===== src/rtl/adc_host_if_pkg.sv =====
package adc_host_if_pkg;

  // Which host strobe launches a conversion (selected by the mode pin).
  typedef enum logic {
    MODE_RD_START = 1'b0,
    MODE_WR_START = 1'b1
  } start_mode_e;

  // Bit positions inside the synchronised host-input vector.
  localparam int HI_CS   = 0;
  localparam int HI_RD   = 1;
  localparam int HI_WR   = 2;
  localparam int HI_MODE = 3;
  localparam int HI_ADDR = 4;

endpackage


===== src/rtl/adc_sync_chain.sv =====
// Multi-stage synchroniser for a vector of asynchronous host pins.
module adc_sync_chain #(
  parameter int            W       = 5,
  parameter int            STAGES  = 2,
  parameter logic [W-1:0]  RST_VAL = '1
) (
  input  logic         clk,
  input  logic         rst,
  input  logic [W-1:0] din,
  output logic [W-1:0] dout
);

  logic [STAGES-1:0][W-1:0] pipe_q;

  always_ff @(posedge clk) begin
    if (rst) begin
      pipe_q <= {STAGES{RST_VAL}};
    end else begin
      pipe_q[0] <= din;
      for (int i = 1; i < STAGES; i++) begin
        pipe_q[i] <= pipe_q[i-1];
      end
    end
  end

  assign dout = pipe_q[STAGES-1];

endmodule


===== src/rtl/adc_edge_det.sv =====
// Edge detection on the synchronised strobe levels.
module adc_edge_det (
  input  logic clk,
  input  logic rst,
  input  logic cs_lvl,
  input  logic rd_lvl,
  input  logic wr_lvl,
  output logic cs_fall,
  output logic cs_rise,
  output logic rd_fall,
  output logic rd_rise,
  output logic wr_fall
);

  logic cs_prev, rd_prev, wr_prev;

  always_ff @(posedge clk) begin
    if (rst) begin
      cs_prev <= 1'b1;
      rd_prev <= 1'b1;
      wr_prev <= 1'b1;
    end else begin
      cs_prev <= cs_lvl;
      rd_prev <= rd_lvl;
      wr_prev <= wr_lvl;
    end
  end

  assign cs_fall = cs_prev & ~cs_lvl;
  assign cs_rise = ~cs_prev & cs_lvl;
  assign rd_fall = rd_prev & ~rd_lvl;
  assign rd_rise = ~rd_prev & rd_lvl;
  assign wr_fall = wr_prev & ~wr_lvl;

endmodule


===== src/rtl/adc_conv_seq.sv =====
// Start arbitration, busy tracking and delayed channel switching.
module adc_conv_seq
  import adc_host_if_pkg::*;
#(
  parameter int CHW = 1
) (
  input  logic           clk,
  input  logic           rst,
  input  start_mode_e    mode_lvl,
  input  logic           cs_lvl,
  input  logic           rd_fall,
  input  logic           wr_fall,
  input  logic [CHW-1:0] addr_lvl,
  input  logic           conv_done,
  output logic           accept,
  output logic           done_ok,
  output logic           busy,
  output logic           conv_start,
  output logic [CHW-1:0] conv_chan
);

  logic           req;
  logic           busy_q, start_q;
  logic [CHW-1:0] active_q, pend_q, chan_q;

  always_comb begin
    if (mode_lvl == MODE_WR_START) req = wr_fall;
    else                           req = rd_fall;
    req = req & ~cs_lvl;
  end

  assign accept  = req & ~busy_q;
  assign done_ok = conv_done & busy_q;

  always_ff @(posedge clk) begin
    if (rst) begin
      busy_q   <= 1'b0;
      start_q  <= 1'b0;
      active_q <= '0;
      pend_q   <= '0;
      chan_q   <= '0;
    end else begin
      start_q <= accept;
      if (accept) begin
        busy_q <= 1'b1;
        chan_q <= active_q;   // this conversion uses the previously chosen input
        pend_q <= addr_lvl;   // new choice applies once this one finishes
      end else if (done_ok) begin
        busy_q   <= 1'b0;
        active_q <= pend_q;
      end
    end
  end

  assign busy       = busy_q;
  assign conv_start = start_q;
  assign conv_chan  = chan_q;

endmodule


===== src/rtl/adc_out_stage.sv =====
// Result register, bus enable, interrupt and ready flag.
module adc_out_stage
  import adc_host_if_pkg::*;
#(
  parameter int DW = 8
) (
  input  logic          clk,
  input  logic          rst,
  input  start_mode_e   mode_lvl,
  input  logic          cs_lvl,
  input  logic          rd_lvl,
  input  logic          cs_fall,
  input  logic          cs_rise,
  input  logic          rd_fall,
  input  logic          rd_rise,
  input  logic          accept,
  input  logic          busy,
  input  logic          done_ok,
  input  logic [DW-1:0] conv_data,
  output logic [DW-1:0] db_out,
  output logic          db_oe,
  output logic          int_n,
  output logic          rdy
);

  logic [DW-1:0] res_q;
  logic          oe_q, int_q, rdy_q, early_q;
  logic          early_rd;

  // Read arriving mid-conversion in write-start mode forces the interrupt.
  assign early_rd = (mode_lvl == MODE_WR_START) & rd_fall & ~cs_lvl & busy & ~early_q;

  always_ff @(posedge clk) begin
    if (rst) begin
      res_q   <= '0;
      oe_q    <= 1'b0;
      int_q   <= 1'b1;
      rdy_q   <= 1'b1;
      early_q <= 1'b0;
    end else begin
      oe_q <= ~cs_lvl & ~rd_lvl;
      if (done_ok) res_q <= conv_data;

      if (accept) begin
        int_q   <= 1'b1;
        early_q <= 1'b0;
      end else if (early_rd) begin
        int_q   <= 1'b0;
        early_q <= 1'b1;
      end else if (done_ok && !early_q) begin
        int_q <= 1'b0;
      end else if (rd_rise) begin
        int_q <= 1'b1;
      end

      if (done_ok)                  rdy_q <= 1'b1;
      else if (cs_fall || accept)   rdy_q <= 1'b0;
      else if (cs_rise && !busy)    rdy_q <= 1'b1;
    end
  end

  assign db_out = res_q;
  assign db_oe  = oe_q;
  assign int_n  = int_q;
  assign rdy    = rdy_q;

endmodule


===== src/rtl/adc_host_if.sv =====
module adc_host_if
  import adc_host_if_pkg::*;
#(
  parameter int DW          = 8,
  parameter int CHW         = 1,
  parameter int SYNC_STAGES = 2
) (
  input  logic           clk,
  input  logic           rst,
  input  logic           cs_n,
  input  logic           rd_n,
  input  logic           wr_n,
  input  logic           mode,
  input  logic [CHW-1:0] chan_addr,
  output logic           conv_start,
  output logic [CHW-1:0] conv_chan,
  input  logic           conv_done,
  input  logic [DW-1:0]  conv_data,
  output logic [DW-1:0]  db_out,
  output logic           db_oe,
  output logic           int_n,
  output logic           rdy
);

  localparam int            SW       = HI_ADDR + CHW;
  localparam logic [SW-1:0] SYNC_RST = {{CHW{1'b0}}, 4'b0111};

  logic [SW-1:0]  raw_in, sync_q;
  logic           cs_lvl, rd_lvl, wr_lvl;
  logic [CHW-1:0] addr_lvl;
  start_mode_e    mode_lvl;
  logic           cs_fall, cs_rise, rd_fall, rd_rise, wr_fall;
  logic           accept, done_ok, busy;

  assign raw_in = {chan_addr, mode, wr_n, rd_n, cs_n};

  adc_sync_chain #(.W(SW), .STAGES(SYNC_STAGES), .RST_VAL(SYNC_RST)) u_sync (
    .clk(clk), .rst(rst), .din(raw_in), .dout(sync_q)
  );

  assign cs_lvl   = sync_q[HI_CS];
  assign rd_lvl   = sync_q[HI_RD];
  assign wr_lvl   = sync_q[HI_WR];
  assign mode_lvl = start_mode_e'(sync_q[HI_MODE]);
  assign addr_lvl = sync_q[HI_ADDR +: CHW];

  adc_edge_det u_edge (
    .clk(clk), .rst(rst),
    .cs_lvl(cs_lvl), .rd_lvl(rd_lvl), .wr_lvl(wr_lvl),
    .cs_fall(cs_fall), .cs_rise(cs_rise),
    .rd_fall(rd_fall), .rd_rise(rd_rise), .wr_fall(wr_fall)
  );

  adc_conv_seq #(.CHW(CHW)) u_seq (
    .clk(clk), .rst(rst), .mode_lvl(mode_lvl), .cs_lvl(cs_lvl),
    .rd_fall(rd_fall), .wr_fall(wr_fall), .addr_lvl(addr_lvl),
    .conv_done(conv_done), .accept(accept), .done_ok(done_ok),
    .busy(busy), .conv_start(conv_start), .conv_chan(conv_chan)
  );

  adc_out_stage #(.DW(DW)) u_out (
    .clk(clk), .rst(rst), .mode_lvl(mode_lvl), .cs_lvl(cs_lvl), .rd_lvl(rd_lvl),
    .cs_fall(cs_fall), .cs_rise(cs_rise), .rd_fall(rd_fall), .rd_rise(rd_rise),
    .accept(accept), .busy(busy), .done_ok(done_ok), .conv_data(conv_data),
    .db_out(db_out), .db_oe(db_oe), .int_n(int_n), .rdy(rdy)
  );

endmodule


===== config.mk =====
export PLATFORM = sky130hd
export DESIGN_NAME = adc_host_if
export DESIGN_NICKNAME = d
export VERILOG_FILES = /design/src/rtl/adc_host_if_pkg.sv /design/src/rtl/adc_sync_chain.sv /design/src/rtl/adc_edge_det.sv /design/src/rtl/adc_conv_seq.sv /design/src/rtl/adc_out_stage.sv /design/src/rtl/adc_host_if.sv
export SDC_FILE = /design/constraint.sdc
export NUM_CORES = 1
export LEC_CHECK = 0
export BUFFER_PORTS_ARGS = -buffer_cell sky130_fd_sc_hd__buf_2
export CAP_MARGIN = 25
export CORE_UTILIZATION = 40
export DETAILED_ROUTE_END_ITERATION = 16
export PLACE_DENSITY = 0.61
export SLEW_MARGIN = 20
export SYNTH_ARGS = -nofsm -noshare
export SYNTH_HDL_FRONTEND = slang
export SYNTH_SLANG_ARGS = --single-unit

===== constraint.sdc =====
create_clock -name clk -period 1.6 [get_ports clk]
set_clock_uncertainty 0.05 [all_clocks]
set_input_delay 0.24 -clock clk [delete_from_list [all_inputs] [get_ports clk]]
set_output_delay 0.24 -clock clk [all_outputs]
set_load 0.01 [all_outputs]

==> out/metrics.csv <==
stage;metric;value;unit
outcome;run_status;complete, no violations;
synth;syn_area_per_cell;10.2;um^2
power;cellPowerDensity;1060;mW/mm^2
detailed_routing;number_of_drc_markers_after_the_initial_detailed_route_iteration;8;
global_routing;first_global_vias;621;
layout;drive_above_1_share;37.0;%
critical_path;path_max_fanout;8;
placed_design;gpl.final_weighted_congestion;0.738;
floorplan;core_area;0.00248;mm^2
floorplan;die_w;53.3;um
detailed_routing;drc;0;
clocking;max-clock-path-buffers;2;
timing;tightestPinTransition;0.458;ns
global_routing;global_route_wire_length_before_repair;2660;um
floorplan;floorplan.die.height;53.3;um
timing;slew_viol_final;0;
layout;final_nets;150;
detailed_routing;firstDrtPassIters;4;
detailed_routing;detail_route.vias_per_cell;4.63;
synth;synth_enable_flop_cells;0;
floorplan;area_of_the_die;0.00284;mm^2
clocking;cts-buffers-inserted;5;
detailed_routing;routed_wl;1760;um
timing;final.setup.worst_slack;0.250;ns
clocking;hold_buffers;0;
synth;async_reset_ff_share;0;%
timing;layout_worst_path_cycle_share;84.4;%
critical_path;critPathKind;reg -> reg;
placed_design;buffer_ports.inserted;28;
clocking;numClockSinks;30;
detailed_routing;drt.antenna.violating_nets;0;
critical_path;max_stage_delay;0.54;ns
clocking;cts_max_level;2;
job;drv_cap;0;
clocking;cts_tree;yes;
layout;final_layout_fill_cell_count;245;
critical_path;endpoint_kind;register;
timing;timing_hold_violations_final;0;
detailed_routing;wire_per_inst;10.6;um
timing;max_freq;0.741;GHz
floorplan;pin_count;29;
clocking;cts.root.buffer_cell;clkbuf_4;
global_routing;grt_overflow;0;
synth;mappedNetlistNets;119;
global_routing;grt_start_max_net_pins;31;
synth;synth.distinct_cells;25;
timing;setup_violations;0;
critical_path;crit_chain;nor4b_4 > or4b_1 > nand3_1;
synth;synth-main-ff-cell;dfxtp_1;
synth;gate_count_after_technology_mapping;103;
global_routing;grt.total_usage;14.2;%
clocking;cts_resized;0;
hold_path;holdCritPathClass;in -> reg;
critical_path;critical_path_cell_with_the_highest_stage_delay;dfxtp_1;
layout;area_delta_synth_final;22.5;%
placed_design;detailed_place_hpwl;1190;um
clocking;worst_path_clk_slew;0.09;ns
floorplan;start_util;42.4;%
clocking;insertion_delay;0.32;ns
power;cellLeakagePower;0.535;nW
synth;ys_ff_latch;30;
timing;final.min_clock_period;1.35;ns
layout;num_antenna_cells;0;
timing;rsz_0062_raised_after_global_routing;no;
synth;synth-seq-area-share;57.1;%
timing;fin_setup_tns;0;ns
critical_path;critPathRequiredTime;1.82;ns
global_routing;grt_antenna_before_repair;0;
power;ir_worst_vdd;817;uV
hold_path;whs_path_depth;2;
timing;timing.slew.headroom;69.4;%
detailed_routing;detailroute.via_count;764;
critical_path;critPathArrivalTime;1.57;ns
placed_design;place_worst_setup_slack;0.263;ns
synth;yosysWarnings;0;
critical_path;cp-start-kind;register;
floorplan;rows;18;
critical_path;ff2ff_path_depth;3;
synth;syn_area;0.00105;mm^2
clocking;cts_post_setup_buffers_inserted;0;
## report_power, final
part / internal (mW) / total (mW) / switching, mW
clock network: 0.300 / 0.539 / 0.239
logic: 0.0332 / 0.0570 / 0.0238
registers: 0.762 / 0.772 / 0.00924
## metal layers
layer	track usage, %	routed length (um)
met2	21.0	794
met3	8.62	109
met5	0	0
met4	7.89	40
met1	15.4	811
## state kept, by name, indices dropped and copies added, names as in the netlist
| signal | flops |
|---|---|
| u_out.rdy | 1 |
| u_out.db_out | 8 |
| u_out.db_oe | 1 |
| u_edge.wr_prev | 1 |
| u_seq.active_q | 1 |
| u_out.early_q | 1 |
| u_seq.conv_start | 1 |
| u_seq.conv_chan | 1 |
| u_sync.dout | 5 |
| u_out.int_n | 1 |
| u_seq.busy | 1 |
| u_edge.cs_prev | 1 |
| u_edge.rd_prev | 1 |
| u_seq.pend_q | 1 |
| u_sync.pipe_q | 5 |
## area by class of cell
class / instances / area, um^2 / share of cell area [%]
multi-input cells: 68 / 423 / 32.8
clock buffers: 8 / 78.8 / 6.12
well taps: 30 / 37.5 / 2.92
repair buffers: 29 / 148 / 11.5
flip-flops and latches: 30 / 601 / 46.6
## critical path, delay by kind of cell (launching register included)
family        cells  cell delay (ns)
simple gates      3             0.71
flops             1             0.54
## cell usage in the layout, fill, tap and decap left out, types with 2 or more instances in the layout
cell       n
a21oi_1   10
buf_2     28
dfxtp_1   30
clkbuf_8   3
or2_2      9
nor2_1     5
mux2i_1    2
clkbuf_4   5
nand2_1   18
nor2b_1    6
nand2b_1   4
## metrics by stage
stage          util [%]  cell area [um^2]  hold WS (ns)  cells  total power [mW]
3_5_place_dp       48.8              1210         0.343    157             0.847
6_report           52.0              1290        0.0500    165              1.37
2_1_floorplan         -              1050         0.294    103             0.821
5_1_grt            52.0              1290        0.0219    165              1.44
4_1_cts            52.0              1290        0.0299    165              1.39
3_3_place_gp       48.8              1210         0.342    157             0.845
## path summary, 6_finish.rpt
kind / slack [ns] / start / to
setup / recovery: 0.25 / u_seq.busy$_SDFFE_PP0P_ / u_out.rdy$_SDFFE_PP1P_
hold / removal: 0.05 / rd_n / u_sync.pipe_q[1]$_SDFF_PP1_
setup reg to reg: 0.25 / u_seq.busy$_SDFFE_PP0P_ / u_out.rdy$_SDFFE_PP1P_
hold reg to reg: 0.36 / u_sync.pipe_q[1]$_SDFF_PP1_ / u_sync.dout[1]$_SDFF_PP1_
## cells by family (layout without fill, tap and decap cells)
logic type | Yosys count | count (layout) | share of synthesized area [%]
DFF | 30 | 30 | 57.1
and+or+nand+nor | 51 | 51 | 28.9
AOI/OAI and AO/OA | 15 | 15 | 9.41
buffers and inverters | 5 | 37 | 2.62
muxes | 2 | 2 | 1.90
## cells in the mapped netlist, types with 2 or more instances
cell type	count	area, um^2
nand2_1	18	67.6
nor2b_1	6	37.5
a21oi_1	10	50.1
nand2b_1	4	25.0
mux2i_1	2	20.0
clkbuf_1	3	11.3
dfxtp_1	30	601
nor2_1	5	18.8
or2_2	9	56.3
(Power assumes the default switching activity.)
